[config.mk]
export PLATFORM = sky130hd
export DESIGN_NAME = window_watchdog
export DESIGN_NICKNAME = d
export VERILOG_FILES = /design/src/rtl/wwd_pkg.sv /design/src/rtl/wwd_datapath.sv /design/src/rtl/wwd_control.sv /design/src/rtl/window_watchdog.sv
export SDC_FILE = /design/constraint.sdc
export NUM_CORES = 1
export LEC_CHECK = 0
export ABC_AREA = 1
export BUFFER_PORTS_ARGS = -buffer_cell sky130_fd_sc_hd__buf_2
export CAP_MARGIN = 20
export CORE_ASPECT_RATIO = 1.5
export CORE_MARGIN = 5
export CORE_UTILIZATION = 49
export CTS_BUF_LIST = sky130_fd_sc_hd__clkbuf_2 sky130_fd_sc_hd__clkbuf_4 sky130_fd_sc_hd__clkbuf_8
export DETAILED_ROUTE_END_ITERATION = 12
export PLACE_DENSITY = 0.83
export SETUP_SLACK_MARGIN = 0.3
export SLEW_MARGIN = 5
export SYNTH_ARGS = -nofsm -noshare
export SYNTH_HDL_FRONTEND = slang
export SYNTH_SLANG_ARGS = --single-unit
[constraint.sdc]
create_clock -name clk -period 1.87 [get_ports clk]
set_clock_uncertainty 0.2 [all_clocks]
set_input_delay 0.0935 -clock clk [delete_from_list [all_inputs] [get_ports clk]]
set_output_delay 0.0935 -clock clk [all_outputs]
set_load 0.1 [all_outputs]
[src/rtl/wwd_pkg.sv]
package wwd_pkg;
  localparam int CNT_W  = 7;
  localparam int TB_W   = 3;
  localparam int DATA_W = 32;
  localparam int ADDR_W = 4;

  localparam logic [ADDR_W-1:0] OFS_CTRL = 4'h0;
  localparam logic [ADDR_W-1:0] OFS_CFG  = 4'h4;
  localparam logic [ADDR_W-1:0] OFS_STAT = 4'h8;

  localparam int EN_BIT    = 7;
  localparam int TB_LSB    = 11;
  localparam int IRQEN_BIT = 9;
  localparam int FLAG_BIT  = 0;

  // Counter value at which the warning flag is raised; bit 6 alone.
  localparam logic [CNT_W-1:0] CNT_WARN = CNT_W'(1) << (CNT_W - 1);

  // Strobes from control to datapath.
  typedef struct packed {
    logic             restore;
    logic             load;
    logic [CNT_W-1:0] loadVal;
  } dpCmd_t;

  // Observations from datapath back to control.
  typedef struct packed {
    logic [CNT_W-1:0] cnt;
    logic             aboveWindow;
    logic             reachWarn;
    logic             expireStep;
  } dpStat_t;
endpackage

[src/rtl/wwd_datapath.sv]
module wwd_datapath
  import wwd_pkg::*;
#(
  parameter int FIX_DIV_LOG2 = 12
) (
  input  logic             clk,
  input  logic             rstN,
  input  dpCmd_t           cmd,
  input  logic [TB_W-1:0]  timeBase,
  input  logic [CNT_W-1:0] windowVal,
  output dpStat_t          stat
);
  localparam int TAPS  = 1 << TB_W;
  localparam int PRE_W = FIX_DIV_LOG2 + TAPS - 1;

  logic [PRE_W-1:0] preCnt;
  logic [TAPS-1:0]  tickSel;
  logic             tick;
  logic [CNT_W-1:0] cnt;

  // Free-running prescaler; only a full restore clears it.
  always_ff @(posedge clk or negedge rstN) begin
    if (!rstN)            preCnt <= '0;
    else if (cmd.restore) preCnt <= '0;
    else                  preCnt <= preCnt + PRE_W'(1);
  end

  // One tap per timebase setting: tick when the low bits are all ones.
  generate
    for (genvar g = 0; g < TAPS; g++) begin : gTap
      assign tickSel[g] = &preCnt[FIX_DIV_LOG2+g-1:0];
    end
  endgenerate

  assign tick = tickSel[timeBase];

  always_ff @(posedge clk or negedge rstN) begin
    if (!rstN)            cnt <= '1;
    else if (cmd.restore) cnt <= '1;
    else if (cmd.load)    cnt <= cmd.loadVal;
    else if (tick)        cnt <= cnt - CNT_W'(1);
  end

  logic stepNow;
  assign stepNow = tick && !cmd.load && !cmd.restore;

  assign stat.cnt         = cnt;
  assign stat.aboveWindow = cnt > windowVal;
  assign stat.reachWarn   = stepNow && (cnt == CNT_WARN + CNT_W'(1));
  assign stat.expireStep  = stepNow && (cnt == CNT_WARN);
endmodule

[src/rtl/wwd_control.sv]
module wwd_control
  import wwd_pkg::*;
(
  input  logic              clk,
  input  logic              rstN,
  input  logic              wrEn,
  input  logic [ADDR_W-1:0] regAddr,
  input  logic [DATA_W-1:0] wrData,
  input  dpStat_t           stat,
  output dpCmd_t            cmd,
  output logic [TB_W-1:0]   timeBase,
  output logic [CNT_W-1:0]  windowVal,
  output logic [DATA_W-1:0] rdData,
  output logic              wdReset,
  output logic              earlyIrq,
  output logic              enLatch,
  output logic              irqEn,
  output logic              warnFlag
);
  logic rstPulse;
  logic wrCtrl, wrCfg, wrStat;
  logic effEn, earlyLoad, lowLoad, fireNow;
  logic unusedWrBits;

  assign unusedWrBits = ^{wrData[DATA_W-1:TB_LSB+TB_W], wrData[TB_LSB-1], wrData[IRQEN_BIT-1]};

  // Writes are dropped during the pulse cycle; the restore wins.
  assign wrCtrl = wrEn && !rstPulse && (regAddr == OFS_CTRL);
  assign wrCfg  = wrEn && !rstPulse && (regAddr == OFS_CFG);
  assign wrStat = wrEn && !rstPulse && (regAddr == OFS_STAT);

  // Arming takes effect for the write that sets it.
  assign effEn     = enLatch || (wrCtrl && wrData[EN_BIT]);
  assign earlyLoad = wrCtrl && stat.aboveWindow;
  assign lowLoad   = wrCtrl && !wrData[CNT_W-1];
  assign fireNow   = !rstPulse && effEn && (earlyLoad || lowLoad || stat.expireStep);

  assign cmd.restore = rstPulse;
  assign cmd.load    = wrCtrl;
  assign cmd.loadVal = wrData[CNT_W-1:0];

  always_ff @(posedge clk or negedge rstN) begin
    if (!rstN) rstPulse <= 1'b0;
    else       rstPulse <= fireNow;
  end

  always_ff @(posedge clk or negedge rstN) begin
    if (!rstN) begin
      enLatch   <= 1'b0;
      irqEn     <= 1'b0;
      warnFlag  <= 1'b0;
      timeBase  <= '0;
      windowVal <= '1;
    end else if (rstPulse) begin
      enLatch   <= 1'b0;
      irqEn     <= 1'b0;
      warnFlag  <= 1'b0;
      timeBase  <= '0;
      windowVal <= '1;
    end else begin
      if (wrCtrl && wrData[EN_BIT]) enLatch <= 1'b1;
      if (wrCfg) begin
        timeBase  <= wrData[TB_LSB +: TB_W];
        windowVal <= wrData[CNT_W-1:0];
        if (wrData[IRQEN_BIT]) irqEn <= 1'b1;
      end
      if (stat.reachWarn)                     warnFlag <= 1'b1;
      else if (wrStat && !wrData[FLAG_BIT])   warnFlag <= 1'b0;
    end
  end

  always_comb begin
    rdData = '0;
    case (regAddr)
      OFS_CTRL: begin
        rdData[EN_BIT]      = enLatch;
        rdData[CNT_W-1:0]   = stat.cnt;
      end
      OFS_CFG: begin
        rdData[TB_LSB +: TB_W] = timeBase;
        rdData[IRQEN_BIT]      = irqEn;
        rdData[CNT_W-1:0]      = windowVal;
      end
      OFS_STAT: rdData[FLAG_BIT] = warnFlag;
      default:  rdData = '0;
    endcase
  end

  assign wdReset  = rstPulse;
  assign earlyIrq = warnFlag && irqEn;
endmodule

[src/rtl/window_watchdog.sv]
module window_watchdog
  import wwd_pkg::*;
#(
  parameter int FIX_DIV_LOG2 = 12
) (
  input  logic              clk,
  input  logic              rstN,
  input  logic              wrEn,
  input  logic [ADDR_W-1:0] regAddr,
  input  logic [DATA_W-1:0] wrData,
  output logic [DATA_W-1:0] rdData,
  output logic              wdReset,
  output logic              earlyIrq
);
  dpCmd_t           dpCmd;
  dpStat_t          dpStat;
  logic [TB_W-1:0]  timeBase;
  logic [CNT_W-1:0] windowVal;
  logic [CNT_W-1:0] cntVal;
  logic             enLatch, irqEn, warnFlag;

  wwd_control u_control (
    .clk(clk), .rstN(rstN), .wrEn(wrEn), .regAddr(regAddr), .wrData(wrData),
    .stat(dpStat), .cmd(dpCmd), .timeBase(timeBase), .windowVal(windowVal),
    .rdData(rdData), .wdReset(wdReset), .earlyIrq(earlyIrq),
    .enLatch(enLatch), .irqEn(irqEn), .warnFlag(warnFlag)
  );

  wwd_datapath #(.FIX_DIV_LOG2(FIX_DIV_LOG2)) u_datapath (
    .clk(clk), .rstN(rstN), .cmd(dpCmd), .timeBase(timeBase),
    .windowVal(windowVal), .stat(dpStat)
  );

  assign cntVal = dpStat.cnt;
endmodule

# ---- Yosys cells after proc, flatten, opt, wreduce, memory -nomap -nowiden
# Index checks and enable logic that the tools add are counted.
dict set report classes {
  n_addsub 2
  n_lt_le_gt_ge 2
  n_eq_ne 4
  mux 23
  reduce_logical 37
}
# cell count
set ops {}
lappend ops {{7-bit 2-to-1 mux} 5}
lappend ops {{19-bit by 1-bit adder with 19-bit output (second input constant)} 1}
lappend ops {{19-bit 2-to-1 mux} 1}
lappend ops {{19-bit AND reduction} 1}
lappend ops {{18-bit AND reduction} 1}
lappend ops {{17-bit AND reduction} 1}
lappend ops {{16-bit AND reduction} 1}
lappend ops {{1-bit logical AND} 15}
lappend ops {{15-bit AND reduction} 1}
lappend ops {{7-bit equality test (second input constant)} 2}
lappend ops {{14-bit AND reduction} 1}
lappend ops {{13-bit AND reduction} 1}
lappend ops {{6-bit case mux with 2 select lines} 1}
lappend ops {{12-bit AND reduction} 1}
lappend ops {{1-bit 2-to-1 mux} 11}
lappend ops {{3-bit 2-to-1 mux} 3}
lappend ops {{7-bit greater-than comparator} 1}
lappend ops {{7-bit by 1-bit subtractor with 7-bit output (second input constant)} 1}
lappend ops {{2-bit nonzero test} 3}
lappend ops {{3-bit nonzero test} 2}
lappend ops {{4-bit by 3-bit equality test with 1-bit output (second input constant)} 1}
lappend ops {{4-bit equality test (second input constant)} 1}
lappend ops {{1-bit zero test} 4}
lappend ops {{4-bit zero test} 1}
lappend ops {{5 further kinds} 7}
dict set report totals {
  register_bits 40
  inputBits 39
  out_inout_bits 34
  word_cells 76
}

# ---- Longest topological paths before layout
# Gate-level depths: netlist of run 1.
dict set report depth {
  word_depth 9
  mapped_depth 16
  mapped_depth_nobuf 15
}

# ---- Hierarchy
# Synthesis of run 1 repeated with hierarchy kept, for this count alone.
dict set report unflattened {
  cells_unflattened 397
  hier_area_um2 2851.5
}
# module n_inst cells_each area_per_inst_um2 seq_area_each_um2
set by_module_without_submodules {}
lappend by_module_without_submodules {wwd_datapath 1 243 1780.5 659.4}
lappend by_module_without_submodules {wwd_control 1 154 1071.0 359.1}

# ---- Worst setup path before layout of run 1
# OpenSTA, ideal clock, no wires.
dict set report synth_path {
  path_type {in2out}
  start {input port regAddr[1]}
  end {output port rdData[1]}
  t_arrival_ns 2.238
  required_ns 1.576
  path_slack_ns -0.662
  path_stages 5
  path_buffers 0
  cell_sequence {nor2_1 > inv_1 > nor3_2 > clkinv_1 > o22ai_1}
}
dict set report synth_via {
  elab_chain_len 2
  word_cells_on_any_way 3
  cone_classes {eq/ne: 1; mux: 1; reduce/logical: 1}
}
# element line_no
set synth_rtl {}
lappend synth_rtl {{from (decl)} window_watchdog.sv:9} ;# input logic [ADDR_W-1:0] regAddr,
lappend synth_rtl {{4-bit by 3-bit equality test with 1-bit output / 4-bit zero test (equally long branches)} wwd_control.sv:74} ;# case (regAddr)
lappend synth_rtl {{6-bit case mux with 2 select lines *} wwd_control.sv:74}
lappend synth_rtl {{to (decl)} window_watchdog.sv:11} ;# output logic [DATA_W-1:0] rdData,
# Every way passes the cells marked *; elsewhere a longest branch is shown, timed or not.

# ---- Worst setup path in the final report of run 1
dict set report layout_path {
  start {register u_datapath.preCnt[1]}
  end {register u_datapath.cnt[5]}
}
dict set report layout_via {
  elab_chain_len 4
  word_cells_on_any_way 11
  cone_classes {mux: 2; reduce/logical: 9}
}
# element line_no
set layout_rtl {}
lappend layout_rtl {{from (decl)} wwd_datapath.sv:16} ;# logic [PRE_W-1:0] preCnt;
lappend layout_rtl {{from (signal assigned)} wwd_datapath.sv:25} ;# else preCnt <= preCnt + PRE_W'(1);
lappend layout_rtl {{19-bit AND reduction (tied with other cells)} wwd_datapath.sv:31} ;# assign tickSel[g] = &preCnt[FIX_DIV_LOG2+g-1:0];
lappend layout_rtl {{1-bit binary-select mux with 3-bit select *} wwd_datapath.sv:35} ;# assign tick = tickSel[timeBase];
lappend layout_rtl {{1-bit 2-to-1 mux (implied by the code) *} wwd_datapath.sv:35}
lappend layout_rtl {{3-bit nonzero test (no line) *} -}
lappend layout_rtl {{to (signal assigned)} wwd_datapath.sv:40} ;# else if (cmd.load) cnt <= cmd.loadVal;
lappend layout_rtl {{to (signal assigned)} wwd_datapath.sv:41} ;# else if (tick) cnt <= cnt - CNT_W'(1);
lappend layout_rtl {{to (decl)} wwd_datapath.sv:19} ;# logic [CNT_W-1:0] cnt;
# Every way passes the cells marked *; elsewhere a longest branch is shown, timed or not. The select of a mux whose other input is x is not followed.
# A chain may end at the register's enable or synchronous reset.

==> results.txt, run 1 <==
status: finished with violations
violated checks: setup timing
clk_lat worst skew: 300 ps
Clk pwr share: 14.9%
combinational power share: 56.5%
fin crit share: 126%
RSZ-0062 raised after global routing: yes
CORE AREA: 5040 um^2
pin count of the biggest net entering global routing: 15
Die Area: 6670 um^2
startpoint types: flop
sequential power share: 28.6%
cell mode on critical path: nand2_2
Required @ worst endpoint: 1910 ps
Total Power: 4.93 mW
Clock Tree Root: clkbuf_8
Sw Share: 46.1%
Cells after Synth: 318
Initial Utilization: 49.7%
nets: 490
CP endpoint kind: flop
#FFs+latches synth: 40
Worst path max stage delay: 370 ps
drt wl/cell: 21.7 um
max cap viols: 0
Ys Warns: 0
initial antenna violation count: 0
DR vias/cell: 5.92
Netlist cell types: 37
CP arrival: 2400 ps
layout cells sized above 1: 49.7%
register area share after synthesis: 40.6%
Top Ports: 73
Area after DPL: 3320 um^2
Syn Area/Cell: 7.88 um^2
die span in y: 97.6 um
Switch Pwr: 2.27 mW
CP cell instances: ha_2, nand2_2, nor2_4, nand2_4, nor2_4, ha_4, nand2_2, o211ai_1, nand2_1, nor2_2, nand2_1, nand2_2, nor2_4, buf_6, nand2_2, o21ai_2
max-slew violation count: 0
Power Dens Cells: 1200 nW/um^2
final hold vios: 0
initial DRC count: 312
Worst Path Class, Setup: flop to flop
crit path time final: 2360 ps
P_int: 2.66 mW
post-route insts no fill: 509
Area growth syn-to-layout: 63.3%
drt drc: 0
design area: 4090 um^2
vias in the first global route: 3038
Detailed Route WL: 11.0 mm
# setup viols final: 13
CTS Buf Count: 5
delay-heaviest family, CP: simple AND/OR/NAND/NOR gates
Final WS setup: -491 ps
Slowest-stage cell, CP: dfrtp_1
global-route wire length before repair: 15.4 mm
# clock sinks: 40
hpwl dp: 5.32 mm
most common cell after layout, fill and taps aside: buf_4
Worst Path Max Fanout: 5
maximum vdd drop: 0.000816 V
H-Tree Depth: 2
row cnt: 32
placed cell count: 456
Die Width: 68.4 um
Lkg Pwr: 1.96 nW
clk buf depth: 2
n_diodes: 0
GRT Overall Usage: 31.3%
Routed Antenna Nets: 0
drt first pass iters: 5
final core occ: 81.1%
WP buf/inv: 1
clk slew on worst S/H paths: 90 ps
count of buffers from port buffering: 32
worst hold path class: input port to asynchronous set/reset pin
GR Overflow Total: 0
placer congestion estimate: 0.938
fmax: 423 MHz
DR vias: 3011
mapped cell area: 2510 um^2
most frequent cells in the layout: buf_4, nand2_1, nor2_1, inv_1, dfrtp_1
CTS tree: yes
==> timing repair <==
item | in CTS | in global routing
hold endpoints to repair | 55 | 0
pin swaps | 25 | 23
setup endpoints to repair | 26 | 44
cloned | 1 | 0
resized for setup | 53 | 38
buffers inserted | 15 | 16
hold buffers | 13 | 0
==> power by group through the flow <==
| stage | sequential (mW) | combinational (mW) | clock (mW) |
|---|---|---|---|
| 6_report | 1.41 | 2.79 | 0.733 |
| 5_1_grt | 1.41 | 2.91 | 0.769 |
| 4_1_cts | 1.37 | 2.34 | 0.725 |
| 3_5_place_dp | 1.38 | 1.92 | 0 |
| 3_3_place_gp | 1.37 | 1.85 | 0 |
| 2_1_floorplan | 1.36 | 1.33 | 0 |
==> flip-flops by register name, summed over array words and instances (netlist names) <==
name	cells
u_control.timeBase	3
u_control.warnFlag	1
u_control.enLatch	1
u_control.wdReset	1
u_datapath.cnt	7
u_control.irqEn	1
u_control.windowVal	7
u_datapath.preCnt	19
==> worst reg2reg max path, stage by stage, from the launching register on <==
cell and delay [ps]:
dfrtp_1 370, ha_2 200, nand2_2 70, nor2_4 120, nand2_4 70, nor2_4 150, ha_4 150, nand2_2 40
o211ai_1 110, nand2_1 120, nor2_2 140, nand2_1 90, nand2_2 130, nor2_4 70, buf_6 140, nand2_2 80
o21ai_2 50
==> path summary, 6_finish.rpt <==
path / endpoint / startpoint / slack, ps / cells past startpoint
max: u_datapath.cnt[5] / u_datapath.preCnt[1] / -490 / 16
min: u_control.wdReset / rstN / 30 / 2
max reg2reg: u_datapath.cnt[5] / u_datapath.preCnt[1] / -490 / 16
min reg2reg: u_control.windowVal[0] / u_control.windowVal[0] / 320 / 2
max in group asynchronous: u_control.windowVal[6] / rstN / 890 / 3
min in group clk: u_control.warnFlag / wrEn / 70 / 4
==> stage by stage <==
step,hold WS [ps],setup TNS (ps),setup slack [ps]
CTS,4.48,-2260,-262
detailed placement,-209,-2480,-310
global placement,-211,-1590,-191
finish,27.4,-4900,-491
floorplan,-402,-1510,-196
global route,58.6,-6700,-624
==> cells in the mapped netlist (all sizes together) <==
cell type  count  area (um^2)
nor4           1         6.26
nor2          49          214
o22ai         10         62.6
ha            11          138
dfrtp         26          651
conb           1         3.75
buf           23          170
o21a           2         15.0
a21oi         23          115
xor2           3         26.3
clkbuf         1         3.75
nor4b          1         8.76
nand2         53          216
nand3          8         45.0
nor3           7         45.0
a22oi          4         30.0
nor3b          1         12.5
nand4          2         12.5
o211ai         1         7.51
o31ai          2         15.0
o221ai         1         8.76
dfstp         14          368
inv           44          165
clkinv         2         7.51
o21ai         27          150
xnor2          1         8.76
==> cell families (layout without fill, tap and decap cells) <==
kind of cell,count (synthesis),after routing,share of synthesized area [%]
flops,40,40,40.6
compound gates,70,70,16.1
xor+xnor,4,4,1.40
other cells,1,20,0.150
simple gates,122,122,22.4
fa+ha+maj,11,11,5.49
buf+inv,70,174,13.8
==> cell type report <==
cell class                      count  area (um^2)
Tap cell                           68         85.1
Clock inverter                      3         42.5
Fill cell                         258          953
Multi-Input combinational cell    227         1540
Clock buffer                        5         68.8
Timing Repair Buffer              119         1120
Inverter                           46          198
Sequential cell                    40         1020
Timing Repair inverter              1         8.76
==> routing by layer <==
metal / up-vias / routed length, um / track usage (%)
met5: - / 0 / 0
li1: 1244 / - / -
met3: 106 / 881 / 4.98
met4: 0 / 1000 / 21.7
met1: 1413 / 3580 / 34.9
met2: 248 / 5580 / 51.4
Note: power is estimated with default switching activity, not from simulation.
==> inputs of run 2 (changes only) <==
ABC_AREA = not set   (was 1)
==> run 2 against run 1 <==
The flow still finishes with violations (setup timing). Combinational power decreased by 38%. Critical path depth decreased by 4. Global-route usage decreased by 7.3 points. Routed wire length decreased by 20%. Via count decreased by 12%. Register-to-register slack got worse by 210 ps. Worst setup slack got worse by 210 ps. Final cell count decreased by 9.2%. Sequential cell count unchanged. Critical endpoint is now u_control.wdReset.
==> results.txt, run 2 <==
status: finished with violations
violated checks: setup timing
Clock Tree Root: clkbuf_8
nets: 443 (-9.6%)
clk buf depth: 2 (unchanged)
n_diodes: 0 (unchanged)
worst hold path class: input port to asynchronous set/reset pin
RSZ-0062 raised after global routing: yes
Final WS setup: -704 ps (-212 ps)
Lkg Pwr: 1.82 nW (-7.5%)
Die Width: 68.6 um (+0.30%)
drt first pass iters: 6 (+1)
setup TNS: -6170 ps (-1270 ps)
most numerous cell in the Yosys netlist: nand2_1
CTS tree: yes
register area share after synthesis: 40.4% (-0.28 points)
drt wl/cell: 19.2 um (-12%)
Initial Utilization: 49.6% (about the same)
Sw Share: 40.5% (-5.5 points)
most frequent cells in the layout: buf_4, nand2_1, nor2_1, dfrtp_1, conb_1
synth cell count leaders: nand2_1, nor2_1, dfrtp_1
Top Ports: 73 (unchanged)
post-route insts no fill: 462 (-9.2%)
Critical R2R Capture: u_control.wdReset
Synth top area share: 25.8% (-0.18 points)
main area contributors after synthesis: dfrtp_1, dfstp_2, buf_4
Area after DPL: 3300 um^2 (-0.64%)
dpl ws: -669 ps (-358 ps)
number of synthesized flops with an enable pin: 0 (unchanged)
GR Overflow Total: 0 (unchanged)
CP Launch Point: u_datapath.preCnt[0]
Netlist cell types: 48 (+30%)
pin count of the biggest net entering global routing: 25 (+10)
initial DRC count: 328 (+5.1%)
Hold WS: 80.8 ps (+53.4 ps)
Power Dens Cells: 943 nW/um^2 (-22%)
final core occ: 76.6% (-4.5 points)
Largest Register: u_datapath.preCnt
Synth async-reset ratio: 100% (unchanged)
most common cell after layout, fill and taps aside: buf_4
Synth Flop Type: dfrtp_1
hpwl dp: 5.11 mm (-4.0%)
final hold vios: 0 (unchanged)
RR Startpoint: u_datapath.preCnt[0]
Worst Path Class, Setup: flop to flop
largest registers: u_datapath.preCnt (19), u_control.windowVal (7), u_datapath.cnt (7)
CTS Buf Count: 5 (unchanged)
max reg flops: 19 (unchanged)
initial antenna violation count: 0 (unchanged)
row cnt: 32 (unchanged)
Syn Area/Cell: 8.76 um^2 (+11%)
CORE AREA: 5080 um^2 (+0.79%)
Routed Antenna Nets: 0 (unchanged)
GRT Overall Usage: 24.0% (-7.3 points)
drt drc: 0 (unchanged)
Die Area: 6720 um^2 (+0.61%)
layout cells sized above 1: 42.1% (-7.5 points)
Area growth syn-to-layout: 54.4%
combinational power share: 47.4% (-9.1 points)
Worst Setup EP: u_control.wdReset
mapped cell area: 2520 um^2 (+0.70%)
# setup viols final: 19 (+6)
count of buffers from port buffering: 32 (unchanged)
global-route wire length before repair: 12.3 mm (-20%)
Switch Pwr: 1.49 mW (-34%)
Clk pwr share: 16.4% (+1.5 points)
Cells after Synth: 288 (-9.4%)
max cap viols: 0 (unchanged)
design area: 3900 um^2 (-4.7%)
clk_lat worst skew: 300 ps (about the same)
Worst Reg-to-Reg Cells: 12 (-4)
Ys Warns: 0 (unchanged)
vias in the first global route: 2669 (-12%)
Total Power: 3.67 mW (-25%)
startpoint types: flop
clk slew on worst S/H paths: 80 ps (about the same)
crit path time final: 2570 ps (+212 ps)
flop-to-flop setup slack: -700 ps (-210 ps)
#FFs+latches synth: 40 (unchanged)
max-slew violation count: 0 (unchanged)
CP arrival: 2580 ps (+180 ps)
fmax: 389 MHz (-8.2%)
sequential power share: 36.3% (+7.7 points)
# clock sinks: 40 (unchanged)
placed cell count: 425 (-6.8%)
Worst Path Max Fanout: 6 (+1)
fin crit share: 138% (+11 points)
DR vias/cell: 5.74 (-3.0%)
H-Tree Depth: 2 (unchanged)
DR vias: 2652 (-12%)
P_int: 2.18 mW (-18%)
placer congestion estimate: 0.897 (-4.4%)
CP endpoint kind: flop
Synth area leader: dfrtp_1
maximum vdd drop: 0.000718 V (-12%)
Detailed Route WL: 8.86 mm (-20%)
die span in y: 97.9 um (+0.31%)
Required @ worst endpoint: 1880 ps (-30 ps)
[run 2: worst min path at each step]
stage	from	endpoint	slack (ps)
finish	rstN	u_control.wdReset	80
global route	rstN	u_control.wdReset	90
CTS	regAddr[2]	u_control.warnFlag	70
detailed placement	rstN	u_control.wdReset	-140
global placement	rstN	u_control.wdReset	-150
floorplan	rstN	u_control.enLatch	-400
[run 2: repair_timing]
item,CTS,global route
hold buffers,15,0
setup endpoints to repair,24,30
endpoints found under the hold margin,59,0
gates cloned,1,0
gates resized for setup,31,21
buffers inserted,5,8
pin swaps,11,17
[run 2: metal layers]
metal  part of all wire, %  GRT usage [%]
met1                    34           24.8
met2                    54           42.3
met3                   6.2           4.49
met4                   5.9           14.5
met5                     0              0
[run 2: critical path, cell delays in order, from the launching register on]
cell      delay (ps)
dfrtp_1          400
ha_4             170
nand3_4           70
or3_4            370
nor2_4           130
ha_4             140
mux2i_1           70
o32a_1           220
o21bai_2         180
buf_6            150
buf_6            100
nand3_4           70
o22ai_1          220
[run 2: kinds of logic after synthesis]
kind of cell    count (synthesis)  share of synthesized area (%)
other cells                     1                          0.149
simple gates                  125                           24.9
flops                          40                           40.4
compound gates                 47                           12.4
xor+xnor                       16                           5.55
mux                             3                           1.19
fa+ha+maj                      11                           5.45
buf+inv                        45                           9.96
[run 2: cell type report]
type                    instances  area (um^2)
flip-flops and latches         40         1020
clock buffers                   7         83.8
well taps                      68         85.1
clock inverters                 1         5.00
repair buffers                109         1060
fillers                       302         1190
multi-input cells             222         1580
inverters                      15         56.3
[run 2: power by group through the flow]
stage | clock network (mW) | registers [mW] | logic, mW
3_3_place_gp | 0 | 1.29 | 1.40
5_1_grt | 0.653 | 1.35 | 1.86
6_report | 0.601 | 1.33 | 1.74
2_1_floorplan | 0 | 1.31 | 0.952
4_1_cts | 0.607 | 1.30 | 1.57
3_5_place_dp | 0 | 1.31 | 1.48
